==> src/rtl/rtc_timebase_pkg.sv <==
package rtc_timebase_pkg;

    localparam logic [7:0] CTRL_RD_ADDR = 8'h31;
    localparam logic [7:0] CTRL_WR_ADDR = 8'hB1;
    localparam int CHAIN_W      = 7;   // 128 Hz input -> 64 Hz .. 1 Hz bits
    localparam int SECS_PER_MIN = 60;
    localparam int MIN_W        = $clog2(SECS_PER_MIN);
    localparam int LINE_HALF_50 = 25;
    localparam int LINE_HALF_60 = 30;

    typedef enum logic [2:0] {
        COUT_SRC  = 3'd0,
        COUT_DIV2 = 3'd1,
        COUT_DIV4 = 3'd2,
        COUT_64HZ = 3'd3,
        COUT_2HZ  = 3'd4,
        COUT_1HZ  = 3'd5,
        COUT_MIN  = 3'd6,
        COUT_OFF  = 3'd7
    } cout_sel_e;

    typedef struct packed {
        logic      run;
        logic      line_src;
        logic [1:0] xtal_sel;
        logic      fifty_hz;
        cout_sel_e cout_sel;
    } ctrl_t;

    // Source strobes per prescaler output pulse.
    function automatic int unsigned pre_ratio(input logic line_src, input logic fifty_hz,
                                              input logic [1:0] xtal_sel, input int unsigned shift);
        int unsigned base;
        int unsigned r;
        if (line_src) begin
            r = fifty_hz ? LINE_HALF_50 : LINE_HALF_60;
        end else begin
            base = (xtal_sel == 2'd3) ? 32'd256 : (32'd32768 >> xtal_sel);
            r    = base >> shift;
            if (r == 0) r = 1;
        end
        return r;
    endfunction

    function automatic int pre_width(input int unsigned shift);
        int unsigned m;
        m = pre_ratio(1'b0, 1'b0, 2'd0, shift);
        if (m < LINE_HALF_60) m = LINE_HALF_60;
        return $clog2(m);
    endfunction

endpackage

==> src/rtl/rtc_tb_regs.sv <==
module rtc_tb_regs
    import rtc_timebase_pkg::*;
(
    input  logic       clk,
    input  logic       rst,
    input  logic [7:0] bus_addr,
    input  logic       bus_wr,
    input  logic [7:0] bus_wdata,
    output logic [7:0] bus_rdata,
    output ctrl_t      ctrl,
    output logic       clr
);
    logic  wr_hit;
    ctrl_t new_ctrl;

    always_comb begin
        wr_hit   = bus_wr && (bus_addr == CTRL_WR_ADDR);
        new_ctrl = ctrl_t'(bus_wdata);
        clr      = wr_hit && ({new_ctrl.line_src, new_ctrl.xtal_sel, new_ctrl.fifty_hz}
                              != {ctrl.line_src, ctrl.xtal_sel, ctrl.fifty_hz});
        bus_rdata = (bus_addr == CTRL_RD_ADDR) ? 8'(ctrl) : 8'h00;
    end

    always_ff @(posedge clk) begin
        if (rst)         ctrl <= '0;
        else if (wr_hit) ctrl <= new_ctrl;
    end

    // a write at the write address is visible at the read address next cycle
    assert_readback_R2: assert property (@(posedge clk) disable iff (rst)
        ($past(wr_hit) && !$past(rst) && bus_addr == CTRL_RD_ADDR) |-> bus_rdata == $past(bus_wdata));

endmodule

==> src/rtl/rtc_tb_prescale.sv <==
module rtc_tb_prescale
    import rtc_timebase_pkg::*;
#(
    parameter int unsigned SHIFT = 0,
    parameter int PRE_W = pre_width(SHIFT)
) (
    input  logic       clk,
    input  logic       rst,
    input  logic       clr,
    input  logic       line_src,
    input  logic       fifty_hz,
    input  logic [1:0] xtal_sel,
    input  logic       xtal_stb,
    input  logic       line_stb,
    output logic       pre_stb,
    output logic       src_q,
    output logic [1:0] src_div
);
    logic             stb;
    logic [PRE_W-1:0] ratio_m1;
    logic [PRE_W-1:0] cnt_q;

    always_comb begin
        stb      = line_src ? line_stb : xtal_stb;
        ratio_m1 = PRE_W'(pre_ratio(line_src, fifty_hz, xtal_sel, SHIFT) - 1);
    end

    always_ff @(posedge clk) begin
        if (rst || clr) begin
            cnt_q   <= '0;
            pre_stb <= 1'b0;
            src_q   <= 1'b0;
            src_div <= '0;
        end else begin
            src_q   <= stb;
            pre_stb <= 1'b0;
            if (stb) begin
                src_div <= src_div + 2'd1;
                if (cnt_q == ratio_m1) begin
                    cnt_q   <= '0;
                    pre_stb <= 1'b1;
                end else begin
                    cnt_q <= cnt_q + PRE_W'(1);
                end
            end
        end
    end

    // a select change restarts the prescaler
    assert_clear_restart_R7: assert property (@(posedge clk) disable iff (rst)
        clr |=> (cnt_q == '0 && !pre_stb));
    // the count never passes the selected ratio
    assert_cnt_range_R3: assert property (@(posedge clk) disable iff (rst)
        cnt_q <= ratio_m1);

endmodule

==> src/rtl/rtc_tb_divchain.sv <==
module rtc_tb_divchain
    import rtc_timebase_pkg::*;
(
    input  logic               clk,
    input  logic               rst,
    input  logic               clr,
    input  logic               run,
    input  logic               line_src,
    input  logic               pre_stb,
    output logic [CHAIN_W-1:0] chain_q,
    output logic               tick_q,
    output logic               min_hi
);
    localparam int MSB = CHAIN_W - 1;

    logic [CHAIN_W-1:0] held;
    logic [CHAIN_W-1:0] step;
    logic               wrap;
    logic [MIN_W-1:0]   min_cnt;

    always_comb begin
        held = chain_q;
        if (!run) held[MSB:1] = '0;
        step = held + CHAIN_W'(1);
        if (!run) step[MSB:1] = '0;
        wrap = pre_stb && run && !clr &&
               (line_src ? chain_q[MSB] : (chain_q == '1));
        min_hi = (min_cnt >= MIN_W'(SECS_PER_MIN / 2));
    end

    always_ff @(posedge clk) begin
        if (rst || clr) begin
            chain_q <= '0;
            tick_q  <= 1'b0;
        end else begin
            tick_q <= wrap;
            if (pre_stb) begin
                if (line_src) chain_q <= run ? {~chain_q[MSB], {(CHAIN_W-1){1'b0}}} : '0;
                else          chain_q <= step;
            end else begin
                chain_q <= held;
            end
        end
    end

    always_ff @(posedge clk) begin
        if (rst)       min_cnt <= '0;
        else if (wrap) min_cnt <= (min_cnt == MIN_W'(SECS_PER_MIN - 1)) ? '0 : min_cnt + MIN_W'(1);
    end

    assert_tick_single_R5: assert property (@(posedge clk) disable iff (rst)
        tick_q |=> !tick_q);
    assert_stop_no_tick_R6: assert property (@(posedge clk) disable iff (rst)
        !run |=> !tick_q);
    assert_tick_wraps_R3: assert property (@(posedge clk) disable iff (rst)
        tick_q |-> chain_q == '0);

endmodule

==> src/rtl/rtc_timebase.sv <==
module rtc_timebase
    import rtc_timebase_pkg::*;
#(
    parameter int unsigned PRESCALE_SHIFT = 0
) (
    input  logic       clk,
    input  logic       rst,
    input  logic       xtal_stb,
    input  logic       line_stb,
    input  logic [7:0] bus_addr,
    input  logic       bus_wr,
    input  logic [7:0] bus_wdata,
    output logic [7:0] bus_rdata,
    output logic       tick_1hz,
    output logic       clk_out
);
    ctrl_t              ctrl;
    logic               clr;
    logic               pre_stb;
    logic               src_q;
    logic [1:0]         src_div;
    logic [CHAIN_W-1:0] chain;
    logic               min_hi;

    rtc_tb_regs u_regs (
        .clk(clk), .rst(rst), .bus_addr(bus_addr), .bus_wr(bus_wr),
        .bus_wdata(bus_wdata), .bus_rdata(bus_rdata), .ctrl(ctrl), .clr(clr)
    );

    rtc_tb_prescale #(.SHIFT(PRESCALE_SHIFT)) u_pre (
        .clk(clk), .rst(rst), .clr(clr), .line_src(ctrl.line_src),
        .fifty_hz(ctrl.fifty_hz), .xtal_sel(ctrl.xtal_sel),
        .xtal_stb(xtal_stb), .line_stb(line_stb),
        .pre_stb(pre_stb), .src_q(src_q), .src_div(src_div)
    );

    rtc_tb_divchain u_chain (
        .clk(clk), .rst(rst), .clr(clr), .run(ctrl.run), .line_src(ctrl.line_src),
        .pre_stb(pre_stb), .chain_q(chain), .tick_q(tick_1hz), .min_hi(min_hi)
    );

    always_comb begin
        case (ctrl.cout_sel)
            COUT_SRC:  clk_out = src_q;
            COUT_DIV2: clk_out = src_div[0];
            COUT_DIV4: clk_out = src_div[1];
            COUT_64HZ: clk_out = chain[0];
            COUT_2HZ:  clk_out = chain[CHAIN_W-2];
            COUT_1HZ:  clk_out = chain[CHAIN_W-1];
            COUT_MIN:  clk_out = min_hi;
            default:   clk_out = 1'b0;
        endcase
    end

endmodule

==> config.mk <==
export PLATFORM = sky130hd
export DESIGN_NAME = rtc_timebase
export DESIGN_NICKNAME = d
export VERILOG_FILES = /design/src/rtl/rtc_timebase_pkg.sv /design/src/rtl/rtc_tb_regs.sv /design/src/rtl/rtc_tb_prescale.sv /design/src/rtl/rtc_tb_divchain.sv /design/src/rtl/rtc_timebase.sv
export SDC_FILE = /design/constraint.sdc
export NUM_CORES = 1
export LEC_CHECK = 0
export ABC_AREA = 1
export BUFFER_PORTS_ARGS = -buffer_cell sky130_fd_sc_hd__buf_4
export CAP_MARGIN = 20
export CORE_MARGIN = 3
export CORE_UTILIZATION = 63
export CTS_CLUSTER_DIAMETER = 40
export DETAILED_ROUTE_END_ITERATION = 8
export PLACE_DENSITY = 0.85
export SLEW_MARGIN = 5
export SYNTH_ARGS = -nofsm -noshare
export SYNTH_HDL_FRONTEND = slang
export SYNTH_SLANG_ARGS = --single-unit
==> constraint.sdc <==
create_clock -name clk -period 6.38 [get_ports clk]
set_input_delay 0.957 -clock clk [delete_from_list [all_inputs] [get_ports clk]]
set_output_delay 0.957 -clock clk [all_outputs]
set_load 0.02 [all_outputs]
* Word-level counts from Yosys, hierarchy flattened *
Index checks and enable logic that the tools add are counted.
Widths: inputs -> output; s select.

operators by class
  $lt $le $gt $ge = 1
  mux-type cells = 16
  bitwise gates (word level) = 2
  $add $sub $neg = 5
  reductions and logical operators = 10
  shifts and indexed selects = 1
  eq/ne operators = 13

operators with widths
  kind                   count
  $mux 15                3
  $logic_not 32->1       1
  $mux 32                1
  $shr 16x2->32 const A  1
  $mux 7                 3
  $mux 6                 3
  $add 15x1->15 const B  1
  $eq 15x15->1           1
  $sub 15x1->15 const B  1
  $eq 3x3->1 const B     3
  $eq 8x6->1 const B     1
  $eq 8x8->1 const B     1
  $mux 8                 1
  $add 7x1->7 const B    1
  $eq 7x7->1 const B     1
  $pmux 1 s7             1
  $add 6x1->6 const B    1
  $eq 3x2->1 const B     2
  $eq 6x6->1 const B     1
  $ge 6x5->1 const B     1
  $logic_and 1x1->1      5
  $ne 4x4->1             1
  $eq 3x1->1 const B     1
  $logic_not 3->1        1
  other kinds (8)        11

word-level totals
  register bits after elaboration = 41
  word-level logic and storage cells = 61
  output and inout port bits = 10

* Logic depth before layout (Yosys ltp) *
  word-level depth = 8
  gate-level depth with buffers = 18
  depth with buffers taken out = 17

* By module *
Synthesis repeated with hierarchy kept, for this count alone.

unflattened totals
  cell total of the unflattened synthesis = 413
  area, all modules = 2657.5 um2

modules (own cells, without submodules)
  module           area each (um2)  sequential area each (um2)  times used  cells an instance
  rtc_tb_prescale  1213.7           380.4                       1           187
  rtc_tb_divchain  785.8            280.3                       1           112
  rtc_tb_regs      578.1            160.2                       1           97
  rtc_timebase     80.1             0.0                         1           17

* Worst setup path before layout *
Ideal clock, no wire load.

  path kind = input -> output
  start = input port bus_addr[5]
  end = output port bus_rdata[0]
  arrival time = 1.867 ns
  stages on the path = 6
  required time = 5.423 ns
  slack = 3.556 ns
  cells stage by stage = nand2_1 > nor2_1 > nand3_1 > or2_2 > clkbuf_1 > nor2_1

between the ends
  cells in the longest elaborated chain, start to end = 2

ends and longest elaborated chain
  what             line                text
  start, declared  rtc_timebase.sv:10  input logic [7:0] bus_addr,
  $eq 8x6->1       rtc_tb_regs.sv:21   bus_rdata = (bus_addr == CTRL_RD_ADDR) ? 8'(ctrl) : 8'h00;
  $mux 8           rtc_tb_regs.sv:21
  end, declared    rtc_timebase.sv:13  output logic [7:0] bus_rdata,

Every way passes these cells.

* Worst setup path in the final report *
  start = input port bus_addr[1]
  end = output port bus_rdata[1]

Same word-level chain as after synthesis.

==> out/results.ini <==
[placed_design]
dp.cells=483
numPortBuffers=30
dpl_worst_slack_ns=3.536
hpwl_mm=4.489
place.gp.congestion=0.8808

[synthesis]
synth_cells=413
yosys.area.top_type_share_pct=31.19
synth_cell_type_count=33
synth_compound_area_share_pct=10.79
syn_nets=441
synth-simple-area-share_pct=38.61
yosysWarnings=0
ys_seq_elements=41
async_reset_ff_share_pct=0
synthXorXnorAreaFrac_pct=5.659
ys.flop_type=dfxtp_1
yosysTopAreaCell=dfxtp_1
mappedNetlistArea_mm2=0.002631
synth_common_cells=93 x nand2_1, 64 x nor2_1, 56 x inv_1
synth_top_family_by_area=simple AND/OR/NAND/NOR gates
yosys.area_share.adder_pct=3.329
avgSynthCellArea_um2=6.371
synth_seq_area_share_pct=31.19
synth-edff-count=0
muxShareOfSynthArea_pct=0
post-synth-top-count-cell=nand2_1
ys_top_cells_by_area=dfxtp_1 31%, nand2_1 13%, nor2_1 9.1%, inv_1 8.0%, nand3_1 6.3%

[drt]
via_per_inst=5.293
drt_iter0_drc=166
ant_nets=0
vias=2599
wl_mm=5.878
first_pass_iters=4
drc=0
wl_per_cell_um=11.97

[timing]
finalMaxSlewViolations=0
period_share_pct=44.80
rsz0062_at_grt=false
fin_ws_ns=3.522
skew_ns=0.006634
finalHoldViolCount=0
finalCriticalPeriod_ns=2.858
fmax_mhz=349.8
fin_tns_setup_ns=0
setup_viol=0
hold_slack_ns=0.5038
slew_headroom_pct=53.10
tightest_slew_ns=0.7025

[min_path]
worstHoldStart=u_pre.src_div[1]$_SDFFE_PP0P_
worstHoldPathType=flip-flop to flip-flop

[final_layout]
regArea_um2=820.8
final_nets=470
area_growth_pct=13.12
fin_cells=491
fillers=304
n_antenna_cell=0
drive_gt1_share_pct=14.67
post-route-util_pct=77.24
multi_input_area_mm2=0.001536

[critical_path]
critPathMaxFanout=8
rrSetupSlack_ns=3.67
cp_data_arrival_time_ns=1.90
reg2reg_depth=15
crit_path_start=bus_addr[1]
cp-end-kind=output port
start_kind=input port
r2r_end=u_pre.cnt_q[2]$_SDFFE_PP0P_
worstSetupPathType=input port to output port
crit_required_ns=5.42
r2r_start=u_regs.ctrl[6]$_SDFFE_PP0P_
crit_path_end=bus_rdata[1]

[global_route]
antenna_found_initial=0
grt_pass1_vias=2470
grt_overflow=0
grt_max_degree=17
track_usage_pct=24.84
grt_pass1_wl_mm=10.32

[run_status]
status=finished, final reports clean

[cts]
cts.sinks=41
htreeDepth=2
cts_buffer_depth=2
cts_buffers=5
cts_tree=done
cts_root_buf=clkbuf_8
clk_pin_slew_ns=0.08
clkLatencyLatePin_ns=0.30
cts_resized=0
hold_buffers=0
post_cts_buffers=0

[floorplanning]
core-area_mm2=0.003854
ios=31
start_util_pct=68.28
dieWidth_um=70.63
rows=22
fp.dieArea_mm2=0.004988
die_h_um=70.63

[flow_run]
drv_cap=0

[power_and_ir_drop]
ir_worst_vdd_mv=0.1104
p_per_area_mw_per_mm2=172.9
p_leak_nw=1.283

kinds of logic after synthesis:
kind of cell | after synthesis
compound gates | 54
fa+ha+maj | 7
simple gates | 229
flops | 41
xor+xnor | 17
buf+inv | 65
flip-flops by register name (all words and copies together) (netlist names):
signal / count
u_pre.cnt_q: 15
u_regs.ctrl: 8
u_chain.chain_q: 7
u_chain.min_cnt: 6
u_pre.src_div: 2
u_chain.tick_q: 1
u_pre.pre_stb: 1
u_pre.src_q: 1
worst min path at each step:
stage / end / cells after the start
floorplan: u_pre.src_div[1]$_SDFFE_PP0P_ / 2
global placement: u_pre.src_div[1]$_SDFFE_PP0P_ / 2
detailed placement: u_pre.src_div[1]$_SDFFE_PP0P_ / 2
CTS: u_pre.src_div[1]$_SDFFE_PP0P_ / 2
global route: u_pre.src_div[1]$_SDFFE_PP0P_ / 2
finish: u_pre.src_div[1]$_SDFFE_PP0P_ / 2
power by group:
| group | total, mW | internal, mW | switching (mW) |
|---|---|---|---|
| Clock | 0.219 | 0.127 | 0.0920 |
| Combinational | 0.0338 | 0.0159 | 0.0179 |
| Sequential | 0.262 | 0.259 | 0.00294 |
| Total | 0.515 | 0.402 | 0.113 |
layout make-up:
cell class | count | area share, %
inverters | 57 | 7.188
well taps | 48 | 2.018
repair buffers | 30 | 7.566
multi-input cells | 307 | 51.62
clock inverters | 2 | 1.261
flip-flops and latches | 41 | 27.57
clock buffers | 6 | 2.774
placed cells by master, fill, tap and decap left out, types with 2 or more instances in the layout:
master	netlist	final
a21oi_1	26	26
buf_4	1	30
clkbuf_8	0	6
dfxtp_1	41	41
ha_1	7	7
inv_1	56	56
nand2_1	93	93
nand2_2	4	4
nand2_4	2	2
nand3_1	33	33
nand3b_1	3	3
nand4_1	5	5
nor2_1	64	64
nor2_2	13	13
nor3_1	4	4
o21ai_0	19	19
o21ai_1	3	3
o22ai_1	2	2
or2_2	4	4
xnor2_1	5	5
xor2_1	12	12
per-stage QoR:
stage / total power, mW / area (um^2)
2_1_floorplan: 0.2869 / 2631
3_3_place_gp: 0.3000 / 2856
3_5_place_dp: 0.3011 / 2856
4_1_cts: 0.5189 / 2977
5_1_grt: 0.5331 / 2977
6_report: 0.5145 / 2977
metal layers:
| layer | share of wire (%) | track usage, % |
|---|---|---|
| met1 | 45 | 30.78 |
| met2 | 50 | 43.76 |
| met3 | 3.6 | 4.403 |
| met4 | 1.5 | 7.933 |
| met5 | 0 | 0 |
worst max-delay path: stages:
cell and delay [ns]:
buf_4 0.11, nor2_1 0.11, nand3_1 0.10, or2_2 0.36, nor2_1 0.12, buf_4 0.15
Note: power is estimated with default switching activity, not from simulation.
